**src/rtl/cla_pkg.sv**
```systemverilog
package cla_pkg;

  // Combine the flags of a lower group and an upper group into one group.
  function automatic logic grp_gen(input logic g_lo, input logic p_hi, input logic g_hi);
    return g_hi | (g_lo & p_hi);
  endfunction

  function automatic logic grp_prop(input logic p_lo, input logic p_hi);
    return p_lo & p_hi;
  endfunction

  // Carry leaving a group, given the carry entering it.
  function automatic logic grp_carry(input logic g, input logic p, input logic cin);
    return g | (p & cin);
  endfunction

endpackage

```
**src/rtl/cla_bitgen.sv**
```systemverilog
module cla_bitgen #(
  parameter int WIDTH = 16
) (
  input  logic [WIDTH-1:0] op_x,
  input  logic [WIDTH-1:0] op_y,
  output logic [WIDTH-1:0] bit_g,
  output logic [WIDTH-1:0] bit_p
);
  for (genvar i = 0; i < WIDTH; i++) begin : g_bit
    assign bit_g[i] = op_x[i] & op_y[i];
    assign bit_p[i] = op_x[i] ^ op_y[i];
  end
endmodule

```
**src/rtl/cla_span.sv**
```systemverilog
module cla_span
  import cla_pkg::*;
#(
  parameter int SPAN = 16
) (
  input  logic [SPAN-1:0] bit_g,
  input  logic [SPAN-1:0] bit_p,
  input  logic            cin,
  output logic [SPAN-1:0] carry,
  output logic            grp_g,
  output logic            grp_p
);
  localparam int LO_W = (SPAN + 1) / 2;
  localparam int HI_W = SPAN - LO_W;

  if (SPAN == 1) begin : g_leaf
    assign carry[0] = cin;
    assign grp_g    = bit_g[0];
    assign grp_p    = bit_p[0];
  end else begin : g_split
    logic lo_g, lo_p, hi_g, hi_p, hi_cin;

    cla_span #(.SPAN(LO_W)) u_lo (
      .bit_g (bit_g[LO_W-1:0]),
      .bit_p (bit_p[LO_W-1:0]),
      .cin   (cin),
      .carry (carry[LO_W-1:0]),
      .grp_g (lo_g),
      .grp_p (lo_p)
    );

    assign hi_cin = grp_carry(lo_g, lo_p, cin);

    cla_span #(.SPAN(HI_W)) u_hi (
      .bit_g (bit_g[SPAN-1:LO_W]),
      .bit_p (bit_p[SPAN-1:LO_W]),
      .cin   (hi_cin),
      .carry (carry[SPAN-1:LO_W]),
      .grp_g (hi_g),
      .grp_p (hi_p)
    );

    assign grp_g = grp_gen(lo_g, hi_p, hi_g);
    assign grp_p = grp_prop(lo_p, hi_p);
  end
endmodule

```
**src/rtl/cla_sumgen.sv**
```systemverilog
module cla_sumgen #(
  parameter int WIDTH = 16
) (
  input  logic [WIDTH-1:0] bit_p,
  input  logic [WIDTH-1:0] carry,
  output logic [WIDTH-1:0] total
);
  for (genvar i = 0; i < WIDTH; i++) begin : g_sum
    assign total[i] = bit_p[i] ^ carry[i];
  end
endmodule

```
**src/rtl/cla_prefix_adder.sv**
```systemverilog
module cla_prefix_adder #(
  parameter int WIDTH = 16
) (
  input  logic [WIDTH-1:0] a,
  input  logic [WIDTH-1:0] b,
  output logic [WIDTH-1:0] sum
);
  logic [WIDTH-1:0] gen_w, prop_w, carry_w;
  logic unused_top_g, unused_top_p;

  cla_bitgen #(.WIDTH(WIDTH)) u_bits (
    .op_x  (a),
    .op_y  (b),
    .bit_g (gen_w),
    .bit_p (prop_w)
  );

  cla_span #(.SPAN(WIDTH)) u_tree (
    .bit_g (gen_w),
    .bit_p (prop_w),
    .cin   (1'b0),
    .carry (carry_w),
    .grp_g (unused_top_g),
    .grp_p (unused_top_p)
  );

  cla_sumgen #(.WIDTH(WIDTH)) u_sum (
    .bit_p (prop_w),
    .carry (carry_w),
    .total (sum)
  );
endmodule

```
**config.mk**
```make
export PLATFORM = sky130hd
export DESIGN_NAME = cla_prefix_adder
export DESIGN_NICKNAME = d
export VERILOG_FILES = /design/src/rtl/cla_pkg.sv /design/src/rtl/cla_bitgen.sv /design/src/rtl/cla_span.sv /design/src/rtl/cla_sumgen.sv /design/src/rtl/cla_prefix_adder.sv
export SDC_FILE = /design/constraint.sdc
export NUM_CORES = 1
export LEC_CHECK = 0
export ABC_AREA = 1
export CAP_MARGIN = 25
export CORE_MARGIN = 3
export CORE_UTILIZATION = 32
export DETAILED_ROUTE_END_ITERATION = 8
export PLACE_DENSITY = 0.77
export SLEW_MARGIN = 30
export SYNTH_ARGS = -nofsm -noshare
export SYNTH_HDL_FRONTEND = slang
export SYNTH_SLANG_ARGS = --single-unit
```
**constraint.sdc**
```tcl
create_clock -name vclk -period 2.6
set_clock_uncertainty 0.05 [all_clocks]
set_input_delay 0.52 -clock vclk [all_inputs]
set_output_delay 0.52 -clock vclk [all_outputs]
set_load 0.02 [all_outputs]
```
==> run metrics <==
fin util=between 80% and 90%; fraction of synthesized cell area taken by the top area cell type=between 20% and 30%; Cells on Worst Hold Path=4; Initial Utilization=a little over a third; aggregate global routing overflow=0; Total Routed Length=between 2 and 2.5 mm; First DRT Iteration DRCs=3; Core Footprint=0.00176 sq mm; Port Buffers=48; number of distinct library cells after synthesis=15; sequential cells=0; Data arrival, critical path=2.30 ns; total DRC errors in the routed layout=0; number of global-route vias before repair=just under 800; relative max-transition margin=between 80% and 90%; IO Count=between 40 and 50; Final GP Congestion=between 0.7 and 0.8; top cells by area in the synthesized netlist=sky130_fd_sc_hd__ha_1, sky130_fd_sc_hd__fa_1, sky130_fd_sc_hd__inv_1; area taken by flip-flops and latches=0 sq um; Final Cycle Share=111%; first-pass GRT wire length=about 3.3 mm; mean number of vias per cell=4.56; peak clock frequency supported by timing=about 350 MHz; maximum vdd drop=between 0.2 and 0.25 mV; DIE WIDTH=about 50 um; run status=finished with violations; final hold viol count=0; net count after synthesis=130; # clk buffers=0; count of warnings emitted by yosys=0; class of the worst hold path=primary input to primary output; count of vias placed by the detailed router=766; # rows=15; Final Hold Slack=1.44 ns; Die Area=0.00248 sq mm; max-slew violation total from the final report=0; count of final setup violators=12; minimum period implied by the final worst setup slack=between 2 and 3 ns; mean cell area of the mapped netlist=7.98 sq um; setup repair after global routing missed its margin=true; antenna violations before repair=0; TritonRoute pass-1 iters=4; Hold Buf Count CTS=0; post-DP HPWL=1.52 mm; area of the mapped netlist=between 600 and 700 sq um; category of the worst setup path launch point=primary input; post-synthesis to final-layout area growth=131%; total track usage=16.5%; vertical die dimension=49.8 um; sequential fraction of the synthesis area=0%; Final WS setup=-0.275 ns; Post-DRT Antenna Nets=0; number of maximum-capacitance violations=0; transition time at the pin with the least slew margin=approximately 0.25 ns; post-synthesis cell count=77; static leakage power=roughly 0.00069 uW; largest net degree at the start of global routing=5; WL per Instance=~12 um; kind of end point of the critical path=primary output; most frequent cells after synthesis=sky130_fd_sc_hd__inv_1, sky130_fd_sc_hd__nand2_1, sky130_fd_sc_hd__ha_1, sky130_fd_sc_hd__fa_1; failing checks=negative setup slack; layout cell share with drive strength beyond 1=around 60%; number of diodes added for antenna fixing=0; power per cell area=approximately 310 mW/mm^2; critical path fanouts, max=3; nets=between 150 and 200; worst path required time=between 2 and 2.5 ns; cell type contributing the most total cell area after synthesis=sky130_fd_sc_hd__ha_1; dominant cell by count in the synthesized netlist=sky130_fd_sc_hd__inv_1; critical path type=primary input to primary output
[report_power, final]
| part | switching, uW | leakage, uW | internal, uW |
|---|---|---|---|
| registers | 0 | 0 | 0 |
| logic | 209 | 0.000686 | 224 |
| clock network | 0 | 0 | 0 |
| total | 209 | 0.000686 | 224 |
[through the flow]
stage,instances,setup slack [ns],TNS (ns),cell area (sq um),power [uW]
global placement,162,-1.02,-12.41,1240,369
global route,168,-0.353,-2.91,1420,467
detailed placement,162,-1.05,-12.71,1240,378
finish,168,-0.275,-2.15,1420,433
CTS,167,-0.255,-1.76,1370,403
floorplan,77,-0.0421,-0.0647,642,193
[final timing paths]
path	startpoint	end	slack [ns]
setup / recovery	b[0]	sum[10]	-0.27
hold / removal	a[3]	sum[3]	1.44
[layer usage]
metal / GRT usage (%) / up-vias / wire (um)
met1: 17.3 / 362 / 725
li1: - / 367 / -
met4: 0 / 0 / 0
met2: 35.7 / 37 / 1200
met3: 1.81 / 0 / 143
met5: 0 / - / 0
[layout make-up]
cell class | instances | area [sq um]
multi-input cells | 59 | 764
repair buffers | 67 | 559
fillers | 123 | 345
inverters | 17 | 63.8
well taps | 25 | 31.3
[worst max-delay path: stages]
cell and delay (ns):
sky130_fd_sc_hd__buf_6 0.08, sky130_fd_sc_hd__ha_4 0.12, sky130_fd_sc_hd__inv_2 0.04, sky130_fd_sc_hd__fa_2 0.38, sky130_fd_sc_hd__inv_1 0.06, sky130_fd_sc_hd__nand2_1 0.06
sky130_fd_sc_hd__nand2_2 0.07, sky130_fd_sc_hd__nand3_2 0.09, sky130_fd_sc_hd__nand2_4 0.09, sky130_fd_sc_hd__buf_6 0.10, sky130_fd_sc_hd__nand3_4 0.07, sky130_fd_sc_hd__nand2_4 0.06
sky130_fd_sc_hd__fa_2 0.43, sky130_fd_sc_hd__buf_6 0.14
[kinds of logic (layout without fill, tap and decap cells)]
| kind of cell | Yosys count | after routing | synth area share (%) |
|---|---|---|---|
| compound gates | 6 | 6 | 5.70 |
| xor+xnor | 8 | 8 | 11.4 |
| fa+ha+maj | 21 | 21 | 52.5 |
| buf+inv | 18 | 84 | 11.6 |
| simple gates | 24 | 24 | 18.7 |
[placed cells by master (no fill, tap or decap)]
cell                              Yosys  final
sky130_fd_sc_hd__a21oi_1              4      1
sky130_fd_sc_hd__a21oi_2              0      2
sky130_fd_sc_hd__a21oi_4              0      1
sky130_fd_sc_hd__buf_2                0      5
sky130_fd_sc_hd__buf_4                1     23
sky130_fd_sc_hd__buf_6                0      9
sky130_fd_sc_hd__clkbuf_2             0      6
sky130_fd_sc_hd__clkdlybuf4s15_1      0      4
sky130_fd_sc_hd__clkdlybuf4s15_2      0      1
sky130_fd_sc_hd__clkdlybuf4s50_1      0     10
sky130_fd_sc_hd__dlygate4sd2_1        0      9
sky130_fd_sc_hd__fa_1                 8      2
sky130_fd_sc_hd__fa_2                 0      6
sky130_fd_sc_hd__ha_1                13      5
sky130_fd_sc_hd__ha_4                 0      8
sky130_fd_sc_hd__inv_1               17     14
sky130_fd_sc_hd__inv_2                0      3
sky130_fd_sc_hd__nand2_1             15      6
sky130_fd_sc_hd__nand2_2              3      9
sky130_fd_sc_hd__nand2_4              0      3
sky130_fd_sc_hd__nand3_2              0      1
sky130_fd_sc_hd__nand3_4              0      1
sky130_fd_sc_hd__nor2_1               2      1
sky130_fd_sc_hd__nor2_2               0      1
sky130_fd_sc_hd__nor3_4               1      1
sky130_fd_sc_hd__o21a_1               1      1
sky130_fd_sc_hd__o21bai_1             1      1
sky130_fd_sc_hd__or2_1                1      1
sky130_fd_sc_hd__xnor2_1              4      2
sky130_fd_sc_hd__xnor2_2              0      2
sky130_fd_sc_hd__xor2_1               4      2
sky130_fd_sc_hd__xor2_2               0      2
[repair_timing]
| action | in CTS | in global routing |
|---|---|---|
| resized for setup | 141 | 25 |
| setup buffers | 5 | 1 |
| endpoints found under the setup margin | 15 | 13 |
| pin swaps | 29 | 17 |
No activity file was read; power rests on OpenSTA's default activity.
